[src/rtl/irq_prio_pkg.sv]
package irq_prio_pkg;
    localparam int ADDR_W    = 9;
    localparam int DATA_W    = 16;
    localparam int PRIO_W    = 5;
    localparam int LVL_W     = 3;
    localparam int CTRL_BASE = 'h13;   // control byte of source n at CTRL_BASE + n
    localparam int VEC_BASE  = 'h80;   // vector byte of source n at VEC_BASE + n
    localparam int MASK_ADDR = 'h36;
    localparam int PEND_ADDR = 'h3A;
    localparam int AUTO_BASE = 24;
    localparam logic [15:0] MASK_RESET = 16'hFFFF;
endpackage

[src/rtl/irq_prio_regs.sv]
module irq_prio_regs
    import irq_prio_pkg::*;
#(
    parameter int NUM_SRC = 13
) (
    input  logic                            clk,
    input  logic                            rst_n,
    input  logic [NUM_SRC:1]                src_req_i,
    input  logic                            bus_sel_i,
    input  logic                            bus_wr_i,
    input  logic                            bus_word_i,
    input  logic [ADDR_W-1:0]               bus_addr_i,
    input  logic [DATA_W-1:0]               bus_wdata_i,
    output logic [DATA_W-1:0]               bus_rdata_o,
    output logic [15:0]                     mask_o,
    output logic [15:0]                     pend_o,
    output logic [NUM_SRC:1][PRIO_W-1:0]    prio_o,
    output logic [NUM_SRC:1]                auto_o,
    output logic [NUM_SRC:1][7:0]           vec_o
);
    typedef struct packed {
        logic [15:0]            mask;
        logic [15:0]            pend;
        logic [NUM_SRC:1][7:0]  ctrl;
        logic [NUM_SRC:1][7:0]  vec;
    } st_t;

    st_t st_d, st_q;

    logic [ADDR_W-1:0] addr_even, addr_odd;
    assign addr_even = {bus_addr_i[ADDR_W-1:1], 1'b0};
    assign addr_odd  = {bus_addr_i[ADDR_W-1:1], 1'b1};

    function automatic st_t put_byte(st_t s, logic [ADDR_W-1:0] a, logic [7:0] d);
        st_t r;
        r = s;
        for (int n = 1; n <= NUM_SRC; n++) begin
            if (int'(a) == CTRL_BASE + n) r.ctrl[n] = d;
            if (int'(a) == VEC_BASE + n)  r.vec[n]  = d;
        end
        if (int'(a) == MASK_ADDR)     r.mask[15:8] = d;
        if (int'(a) == MASK_ADDR + 1) r.mask[7:0]  = d;
        return r;
    endfunction

    function automatic logic [7:0] get_byte(st_t s, logic [ADDR_W-1:0] a);
        logic [7:0] r;
        r = 8'h00;
        for (int n = 1; n <= NUM_SRC; n++) begin
            if (int'(a) == CTRL_BASE + n) r = s.ctrl[n];
            if (int'(a) == VEC_BASE + n)  r = s.vec[n];
        end
        if (int'(a) == MASK_ADDR)     r = s.mask[15:8];
        if (int'(a) == MASK_ADDR + 1) r = s.mask[7:0];
        if (int'(a) == PEND_ADDR)     r = s.pend[15:8];
        if (int'(a) == PEND_ADDR + 1) r = s.pend[7:0];
        return r;
    endfunction

    always_comb begin
        st_d = st_q;
        st_d.pend = '0;
        st_d.pend[NUM_SRC:1] = src_req_i;
        if (bus_sel_i && bus_wr_i) begin
            if (bus_word_i) begin
                st_d = put_byte(st_d, addr_even, bus_wdata_i[15:8]);
                st_d = put_byte(st_d, addr_odd,  bus_wdata_i[7:0]);
            end else begin
                st_d = put_byte(st_d, bus_addr_i, bus_wdata_i[7:0]);
            end
        end
    end

    always_ff @(posedge clk or negedge rst_n) begin
        if (!rst_n) begin
            st_q.mask <= MASK_RESET;
            st_q.pend <= '0;
            st_q.ctrl <= '0;
            st_q.vec  <= '0;
        end else begin
            st_q <= st_d;
        end
    end

    always_comb begin
        bus_rdata_o = '0;
        if (bus_sel_i && !bus_wr_i) begin
            if (bus_word_i) bus_rdata_o = {get_byte(st_q, addr_even), get_byte(st_q, addr_odd)};
            else            bus_rdata_o = {8'h00, get_byte(st_q, bus_addr_i)};
        end
    end

    assign mask_o = st_q.mask;
    assign pend_o = st_q.pend;
    assign vec_o  = st_q.vec;

    for (genvar n = 1; n <= NUM_SRC; n++) begin : g_fields
        assign prio_o[n] = st_q.ctrl[n][PRIO_W-1:0];
        assign auto_o[n] = st_q.ctrl[n][7];
    end
endmodule

[src/rtl/irq_prio_arb.sv]
module irq_prio_arb
    import irq_prio_pkg::*;
#(
    parameter int NUM_SRC = 13,
    parameter int SRC_W   = $clog2(NUM_SRC + 1)
) (
    input  logic [NUM_SRC:1]                active_i,
    input  logic [NUM_SRC:1][PRIO_W-1:0]    prio_i,
    output logic [SRC_W-1:0]                win_o
);
    logic [PRIO_W-1:0] best;

    // Linear scan from source 1 upward; strict compare keeps the lower number on ties.
    always_comb begin
        best  = '0;
        win_o = '0;
        for (int n = 1; n <= NUM_SRC; n++) begin
            if (active_i[n] && (prio_i[n] > best)) begin
                best  = prio_i[n];
                win_o = SRC_W'(n);
            end
        end
    end
endmodule

[src/rtl/irq_prio_enc.sv]
module irq_prio_enc
    import irq_prio_pkg::*;
#(
    parameter int NUM_SRC = 13,
    parameter int SRC_W   = $clog2(NUM_SRC + 1)
) (
    input  logic [SRC_W-1:0]                win_i,
    input  logic [NUM_SRC:1][LVL_W-1:0]     lvl_i,
    input  logic [NUM_SRC:1]                auto_i,
    input  logic [NUM_SRC:1][7:0]           vec_i,
    output logic [LVL_W-1:0]                level_o,
    output logic [7:0]                      vec_o,
    output logic                            auto_o,
    output logic [SRC_W-1:0]                src_o
);
    logic [LVL_W-1:0] sel_lvl;
    logic             sel_auto;
    logic [7:0]       sel_vec;

    always_comb begin
        sel_lvl  = '0;
        sel_auto = 1'b0;
        sel_vec  = '0;
        for (int n = 1; n <= NUM_SRC; n++) begin
            if (int'(win_i) == n) begin
                sel_lvl  = lvl_i[n];
                sel_auto = auto_i[n];
                sel_vec  = vec_i[n];
            end
        end
    end

    always_comb begin
        level_o = '0;
        vec_o   = '0;
        auto_o  = 1'b0;
        src_o   = '0;
        if (sel_lvl != '0) begin
            level_o = sel_lvl;
            auto_o  = sel_auto;
            src_o   = win_i;
            vec_o   = sel_auto ? (8'(AUTO_BASE) + {5'b0, sel_lvl}) : sel_vec;
        end
    end
endmodule

[src/rtl/irq_prio_ctrl.sv]
module irq_prio_ctrl
    import irq_prio_pkg::*;
#(
    parameter int NUM_SRC = 13,
    parameter int SRC_W   = $clog2(NUM_SRC + 1)
) (
    input  logic                clk,
    input  logic                rst_n,
    input  logic [NUM_SRC:1]    src_req_i,
    input  logic                bus_sel_i,
    input  logic                bus_wr_i,
    input  logic                bus_word_i,
    input  logic [ADDR_W-1:0]   bus_addr_i,
    input  logic [DATA_W-1:0]   bus_wdata_i,
    output logic [DATA_W-1:0]   bus_rdata_o,
    output logic [LVL_W-1:0]    irq_level_o,
    output logic [7:0]          irq_vec_o,
    output logic                irq_auto_o,
    output logic [SRC_W-1:0]    irq_src_o
);
    logic [15:0]                    mask_w, pend_w;
    logic [NUM_SRC:1][PRIO_W-1:0]   prio_w;
    logic [NUM_SRC:1][LVL_W-1:0]    lvl_w;
    logic [NUM_SRC:1]               auto_w;
    logic [NUM_SRC:1][7:0]          vec_w;
    logic [NUM_SRC:1]               active_w;
    logic [SRC_W-1:0]               win_w;

    irq_prio_regs #(.NUM_SRC(NUM_SRC)) u_regs (
        .clk         (clk),
        .rst_n       (rst_n),
        .src_req_i   (src_req_i),
        .bus_sel_i   (bus_sel_i),
        .bus_wr_i    (bus_wr_i),
        .bus_word_i  (bus_word_i),
        .bus_addr_i  (bus_addr_i),
        .bus_wdata_i (bus_wdata_i),
        .bus_rdata_o (bus_rdata_o),
        .mask_o      (mask_w),
        .pend_o      (pend_w),
        .prio_o      (prio_w),
        .auto_o      (auto_w),
        .vec_o       (vec_w)
    );

    assign active_w = pend_w[NUM_SRC:1] & ~mask_w[NUM_SRC:1];

    for (genvar n = 1; n <= NUM_SRC; n++) begin : g_lvl
        assign lvl_w[n] = prio_w[n][PRIO_W-1:PRIO_W-LVL_W];
    end

    irq_prio_arb #(.NUM_SRC(NUM_SRC), .SRC_W(SRC_W)) u_arb (
        .active_i (active_w),
        .prio_i   (prio_w),
        .win_o    (win_w)
    );

    irq_prio_enc #(.NUM_SRC(NUM_SRC), .SRC_W(SRC_W)) u_enc (
        .win_i   (win_w),
        .lvl_i   (lvl_w),
        .auto_i  (auto_w),
        .vec_i   (vec_w),
        .level_o (irq_level_o),
        .vec_o   (irq_vec_o),
        .auto_o  (irq_auto_o),
        .src_o   (irq_src_o)
    );
endmodule

[config.mk]
export PLATFORM = sky130hd
export DESIGN_NAME = irq_prio_ctrl
export DESIGN_NICKNAME = d
export VERILOG_FILES = /design/src/rtl/irq_prio_pkg.sv /design/src/rtl/irq_prio_regs.sv /design/src/rtl/irq_prio_arb.sv /design/src/rtl/irq_prio_enc.sv /design/src/rtl/irq_prio_ctrl.sv
export SDC_FILE = /design/constraint.sdc
export NUM_CORES = 1
export LEC_CHECK = 0
export CAP_MARGIN = 25
export CORE_AREA = 2 2 242 244
export CTS_CLUSTER_DIAMETER = 80
export DETAILED_ROUTE_END_ITERATION = 6
export DIE_AREA = 0 0 244 246
export PLACE_DENSITY = 0.56
export SYNTH_ARGS = -nofsm -noshare
export SYNTH_HDL_FRONTEND = slang
export SYNTH_SLANG_ARGS = --single-unit
export TNS_END_PERCENT = 50
[constraint.sdc]
create_clock -name clk -period 41.7 [get_ports clk]
set_clock_uncertainty 0.2 [all_clocks]
set_input_delay 10.425 -clock clk [delete_from_list [all_inputs] [get_ports clk]]
set_output_delay 10.425 -clock clk [all_outputs]
set_load 0.05 [all_outputs]
Word-level counts from Yosys, hierarchy flattened
Cells that the tools add are included.
- memories kept: 0
- register bits: 240
- bits of input ports: 43
- memory bits (writable): 0
- output and inout port bits: 32
- bits in latches: 0
- ROM bits: 0
- divide/modulo/power cells: 0
- multiply operators: 0
- $lt $le $gt $ge: 13
- bitwise operators: 2
- equal/unequal tests: 74
- reductions and logical operators: 73
- muxes and demuxes: 189
- shift-type cells: 0
- add/subtract/negate cells: 1
- operators with widths (kind ; count):
    8-bit two-way mux ; 131
    240-bit two-way mux ; 1
    224-bit two-way mux ; 1
    9-bit == test, second input constant ; 13
    9-bit by 6-bit == test with 1-bit output, second input constant ; 12
    3-bit AND reduction ; 28
    5-bit greater-than comparator ; 12
    5-bit two-way mux ; 12
    8-bit == test, second input constant ; 7
    2-bit nonzero test ; 28
    3-bit two-way mux ; 18
    8-bit by 5-bit == test with 1-bit output, second input constant ; 6
    9-bit by 7-bit == test with 1-bit output, second input constant ; 5
    4-bit == test, second input constant ; 8
    16-bit two-way mux ; 2
    2-bit by 1-bit inequality test with 1-bit output, second input constant ; 15
    4-bit two-way mux ; 7
    8-bit by 6-bit == test with 1-bit output, second input constant ; 3
    4-bit by 3-bit == test with 1-bit output, second input constant ; 4
    1-bit logical AND ; 15
    1-bit two-way mux ; 15
    13-bit AND ; 1
    13-bit NOT ; 1
    5-bit by 3-bit adder with 6-bit output, first input constant ; 1
    5 further kinds ; 6

Logic depth before layout (Yosys ltp)
- depth after elaboration: 57
- mapped depth: 127
- mapped depth without buffers: 116

Cells and area by module
From an unflattened synthesis, not the netlist that was laid out.
- cells, all modules: 2300
- area total of the unflattened synthesis: 20056.7 µm²
- modules (own cells, without submodules) (module ; instances ; cells each ; area each (µm²)):
    irq_prio_regs ; 1 ; 1589 ; 14986.9
    irq_prio_arb ; 1 ; 448 ; 3080.5
    irq_prio_enc ; 1 ; 250 ; 1810.5
    irq_prio_ctrl ; 1 ; 13 ; 178.9

Worst setup path after synthesis
OpenSTA, ideal clock, no wires.
- path kind: reg-to-output
- from: reg u_regs.st_q, in the netlist u_regs.mask_o[1]
- to: out irq_src_o[1]
- path slack: 8.275 ns
- cell stages (with the launch flop): 116
- arrival time: 22.800 ns
- path buffers: 13
- required time: 31.075 ns
- cells stage by stage: dfstp_2 -> nor2b_1 -> nand2_1 -> ha_1 -> nand4_1 -> o221ai_1 -> and2_1 -> clkbuf_1 -> nand2_1 -> o21ai_0 -> inv_1 -> ha_1 -> and3_1 -> a311o_1 -> a21o_1 -> buf_6 -> mux2i_1 -> ha_1 -> [80 not listed] -> buf_1 -> nor2_1 -> a21o_1 -> ha_1 -> nor2b_1 -> o21a_1 -> o21ai_0 -> nand2b_1 -> a21oi_1 -> nor4b_1 -> clkinv_1 -> nand2_1 -> a21oi_2 -> a32o_1 -> o32ai_2 -> a211oi_2 -> buf_4 -> a211oi_1
- word-level cells in the longest chain between the ends: 56
- elaborated cells between the ends (all ways): 80
- classes of those cells: order compare (12); eq/ne (13); mux (39); bitwise (2); reduce/logical (14)
- ends and longest elaborated chain (what ; RTL line ; source):
    start: declaration ; irq_prio_regs.sv:28 ; st_t st_d, st_q;
    start signal: assignment ; irq_prio_regs.sv:81 ; st_q <= st_d;
    13-bit NOT * ; irq_prio_ctrl.sv:46 ; assign active_w = pend_w[NUM_SRC:1] & ~mask_w[NUM_SRC:1];
    13-bit AND * ; irq_prio_ctrl.sv:46 ;
    1-bit logical AND * ; irq_prio_arb.sv:18 ; if (active_i[n] && (prio_i[n] > best)) begin
    5-bit two-way mux ; irq_prio_arb.sv:18 ;
    5-bit greater-than comparator ; irq_prio_arb.sv:18 ;
    1-bit logical AND ; irq_prio_arb.sv:18 ;
    5-bit two-way mux ; irq_prio_arb.sv:18 ;
    5-bit greater-than comparator ; irq_prio_arb.sv:18 ;
    [28 not listed] ; -- ;
    5-bit two-way mux ; irq_prio_arb.sv:18 ;
    5-bit greater-than comparator ; irq_prio_arb.sv:18 ;
    1-bit logical AND ; irq_prio_arb.sv:18 ;
    4-bit two-way mux * ; irq_prio_arb.sv:18 ;
    4-bit by 2-bit == test with 1-bit output ; irq_prio_enc.sv:25 ; if (int'(win_i) == n) begin
    3-bit two-way mux (13 in a row) ; irq_prio_enc.sv:25 ;
    3-bit nonzero test ; irq_prio_enc.sv:38 ; if (sel_lvl != '0) begin
    4-bit two-way mux * ; irq_prio_enc.sv:38 ;
    end: declaration ; irq_prio_ctrl.sv:19 ; output logic [SRC_W-1:0] irq_src_o
Mark *: on every way between the ends. The rest lies on a longest branch, timed or not.

Worst setup path in the final report
- from: reg u_regs.st_q, in the netlist u_regs.pend_o[1]
- to: out irq_vec_o[3]
- word-level cells in the longest chain between the ends: 56
- elaborated cells between the ends (all ways): 107
- classes of those cells: add/sub (1); order compare (12); eq/ne (13); mux (66); bitwise (1); reduce/logical (14)
- ends and longest elaborated chain (what ; RTL line ; source):
    13-bit AND * ; irq_prio_ctrl.sv:46 ;
    1-bit logical AND * ; irq_prio_arb.sv:18 ;
    5-bit two-way mux ; irq_prio_arb.sv:18 ;
    5-bit greater-than comparator ; irq_prio_arb.sv:18 ;
    1-bit logical AND ; irq_prio_arb.sv:18 ;
    5-bit two-way mux ; irq_prio_arb.sv:18 ;
    5-bit greater-than comparator ; irq_prio_arb.sv:18 ;
    1-bit logical AND ; irq_prio_arb.sv:18 ;
    [28 not listed] ; -- ;
    5-bit greater-than comparator ; irq_prio_arb.sv:18 ;
    1-bit logical AND ; irq_prio_arb.sv:18 ;
    4-bit two-way mux * ; irq_prio_arb.sv:18 ;
    4-bit by 2-bit == test with 1-bit output ; irq_prio_enc.sv:25 ;
    3-bit two-way mux (13 in a row) ; irq_prio_enc.sv:25 ;
    5-bit by 3-bit adder with 6-bit output ; irq_prio_enc.sv:42 ; vec_o = sel_auto ? (8'(AUTO_BASE) + {5'b0, sel_lvl}) : sel_vec;
    8-bit two-way mux ; irq_prio_enc.sv:42 ;
    8-bit two-way mux * ; irq_prio_enc.sv:38 ;
    end: declaration ; irq_prio_ctrl.sv:17 ; output logic [7:0] irq_vec_o,
Marked as above.

==> metrics <==
outcome complete, no violations; All-Layer GR Usage 32.5%; share of cells above drive strength 1 16.1%; H-tree Lvls 1; fmax 26.1 MHz; die height 246 um; max_slew headroom 24.6%; final critical-path required period 38370 ps; yosys warns 0; vias in the first global route 17700; Routed wire per std cell 35.2 um; post-synth cell types 101; Post-route DRC 0; Setup crit end kind primary output; r2r worst-path depth 2; Clock Pin Slew Worst Setup and Hold Paths 60 ps; Num CTS Buffers 30; RSZ-0062 raised after global routing no; Arrival @ worst endpoint 27750 ps; top_reg_cell synth dfrtp_1; I/O pin count 75; post-cts sizing count 0; CP Class flip-flop to primary output; CTS Root Cell clkbuf_16; Post-synth ARST share 100%; most common cell after layout, fill and taps aside dfrtp_1; Avg Inst Size Synth 8.53 um2; worst skew pair latency 590 ps; Mapped Cells 2001; area growth from synthesis to layout 16.6%; end of the worst register-to-register path u_regs.prio_o[33]; Final ANT Viol Nets 0; Final Cycle Share 92.0%; Synth Register Bits 237; HP Start u_regs.mask_o[10]; Hold-fix buffers, CTS 0; r2r setup slk 40330 ps; crit-path max FO 26; synthesized cell area 17100 um2; First-pass DRT Iterations 7; largest net degree at the start of global routing 110; slew of the pin with the lowest slew margin 1130 ps; Initial Util 29.7%; number of buffers added on ports 74; Slew Limit Fails 0; DR iter-0 viols 2908; Synth Net Count 2088; CTS Buffer Depth 3; Critical Path Source Type flip-flop; number of synthesized flops with an enable pin 0; Die Footprint 60000 um2; Die W 244 um; Crit path top cell by count o21ai_0; Avg Vias per Cell 6.57; post-layout net count 2138; CP max stage delay 950 ps; final hold violation count 0; Sink Count 237; global route overflow 0; Min-Delay Path Class flip-flop to flip-flop; first-pass GRT wire length 139000 um; site row count 88; core area 57400 um2; share of the yosys chip area belonging to registers 34.9%; Post-Route Setup TNS 0 ps; commonest cells after routing, fill and taps aside dfrtp_1, nor2_1, a21oi_1, nand2_1, o21ai_0; Vias 18700; WHS Path Cells 2; antenna violations before repair 9; TritonCTS clock tree built; WP data required 31070 ps; total length of routed wires 99900 um; reg2reg start u_regs.prio_o[33]; Post-CTS Setup Repair Bufs 0; RePlAce Congestion 1.01; Final setup viols 0; MaxCap Viol Count 0; Hold Crit Endpoint u_regs.mask_o[10]; CP max stage cell clkdlybuf4s50_1; DP HPWL 74700 um
==> kinds of logic after synthesis <==
logic type               synth area share (%)
AO/OA/AOI/OAI                            30.1
AND/OR/NAND/NOR                          17.1
flip-flops                               34.9
buffers and inverters                    4.56
multiplexers                             9.80
adder cells (fa/ha/maj)                  3.23
XOR/XNOR                                0.411
==> through the flow <==
stage / worst slack [ps] / hold slack (ps) / cells / cell area [um2] / utilization [%]
final: 3330 / 297 / 2839 / 19900 / 34.7
after global routing: 1630 / 338 / 2838 / 19900 / 34.7
after CTS: 3840 / 299 / 2833 / 19800 / 34.6
after detailed placement: 4470 / 290 / 2779 / 18800 / 32.8
after global placement: 4490 / 283 / 2773 / 18800 / 32.7
after floorplan: 8270 / 266 / 2001 / 17100 / -
==> worst max-delay path, delay by kind of cell (launching register included) <==
kind,cells,cell delay [ps]
buf+inv,10,2420
fa+ha+maj,12,3760
flops,1,360
mux,4,1030
simple gates,32,7400
compound gates,48,12180
==> registers in the layout, indices dropped and copies added, names as in the netlist <==
| register | flops |
|---|---|
| u_regs.mask_o | 16 |
| u_regs.prio_o | 65 |
| u_regs.pend_o | 13 |
| u_regs.auto_o | 13 |
| u_regs.st_q | 26 |
| u_regs.vec_o | 104 |
==> worst max path at each step <==
stage	slack [ps]	endpoint	start
after floorplan	8270	irq_src_o[1]	u_regs.mask_o[1]
after global placement	4490	irq_vec_o[7]	u_regs.pend_o[1]
after detailed placement	4470	irq_vec_o[3]	u_regs.pend_o[1]
after CTS	3840	irq_vec_o[3]	u_regs.pend_o[1]
after global routing	1630	irq_vec_o[7]	u_regs.pend_o[1]
final	3330	irq_vec_o[3]	u_regs.pend_o[1]
==> synth_stat cells (16+ instances only) <==
| cell | instances | area, um2 |
|---|---|---|
| dfrtp_1 | 221 | 5530 |
| nor2_1 | 219 | 822 |
| a21oi_1 | 198 | 991 |
| nand2_1 | 184 | 691 |
| o21ai_0 | 130 | 651 |
| mux2_2 | 118 | 1330 |
| clkbuf_1 | 109 | 409 |
| a22oi_1 | 76 | 571 |
| nand3_1 | 65 | 325 |
| a221oi_1 | 50 | 438 |
| inv_1 | 50 | 188 |
| ha_1 | 44 | 551 |
| nor3_1 | 35 | 175 |
| a31oi_1 | 29 | 181 |
| mux2i_1 | 29 | 290 |
| a22o_1 | 26 | 228 |
| a222oi_1 | 25 | 250 |
| nand4_1 | 25 | 156 |
| a211oi_1 | 23 | 173 |
| and2_1 | 20 | 125 |
| dfstp_2 | 16 | 420 |
| o211ai_1 | 16 | 120 |
| o22ai_1 | 16 | 100 |
==> cell type report <==
class	instances	area (um2)
clock buffer	42	887
tap	765	957
sequential	237	5950
fill	5883	37500
timing repair buffer	154	1350
antenna	1	2.50
clock inverter	12	133
multi-input combinational	1576	10400
inverter	52	195
==> metal layers <==
metal	vias to the layer above	track usage, %	share of wire (%)
met4	12	16.5	6.0
li1	7718	-	-
met3	291	7.05	11
met2	1303	48.9	43
met5	-	0	0.084
met1	9333	43.9	41
Power is left out: the tool's default activity adds up to more than one toggle a clock period on the data nets, which glitch-free logic cannot reach.
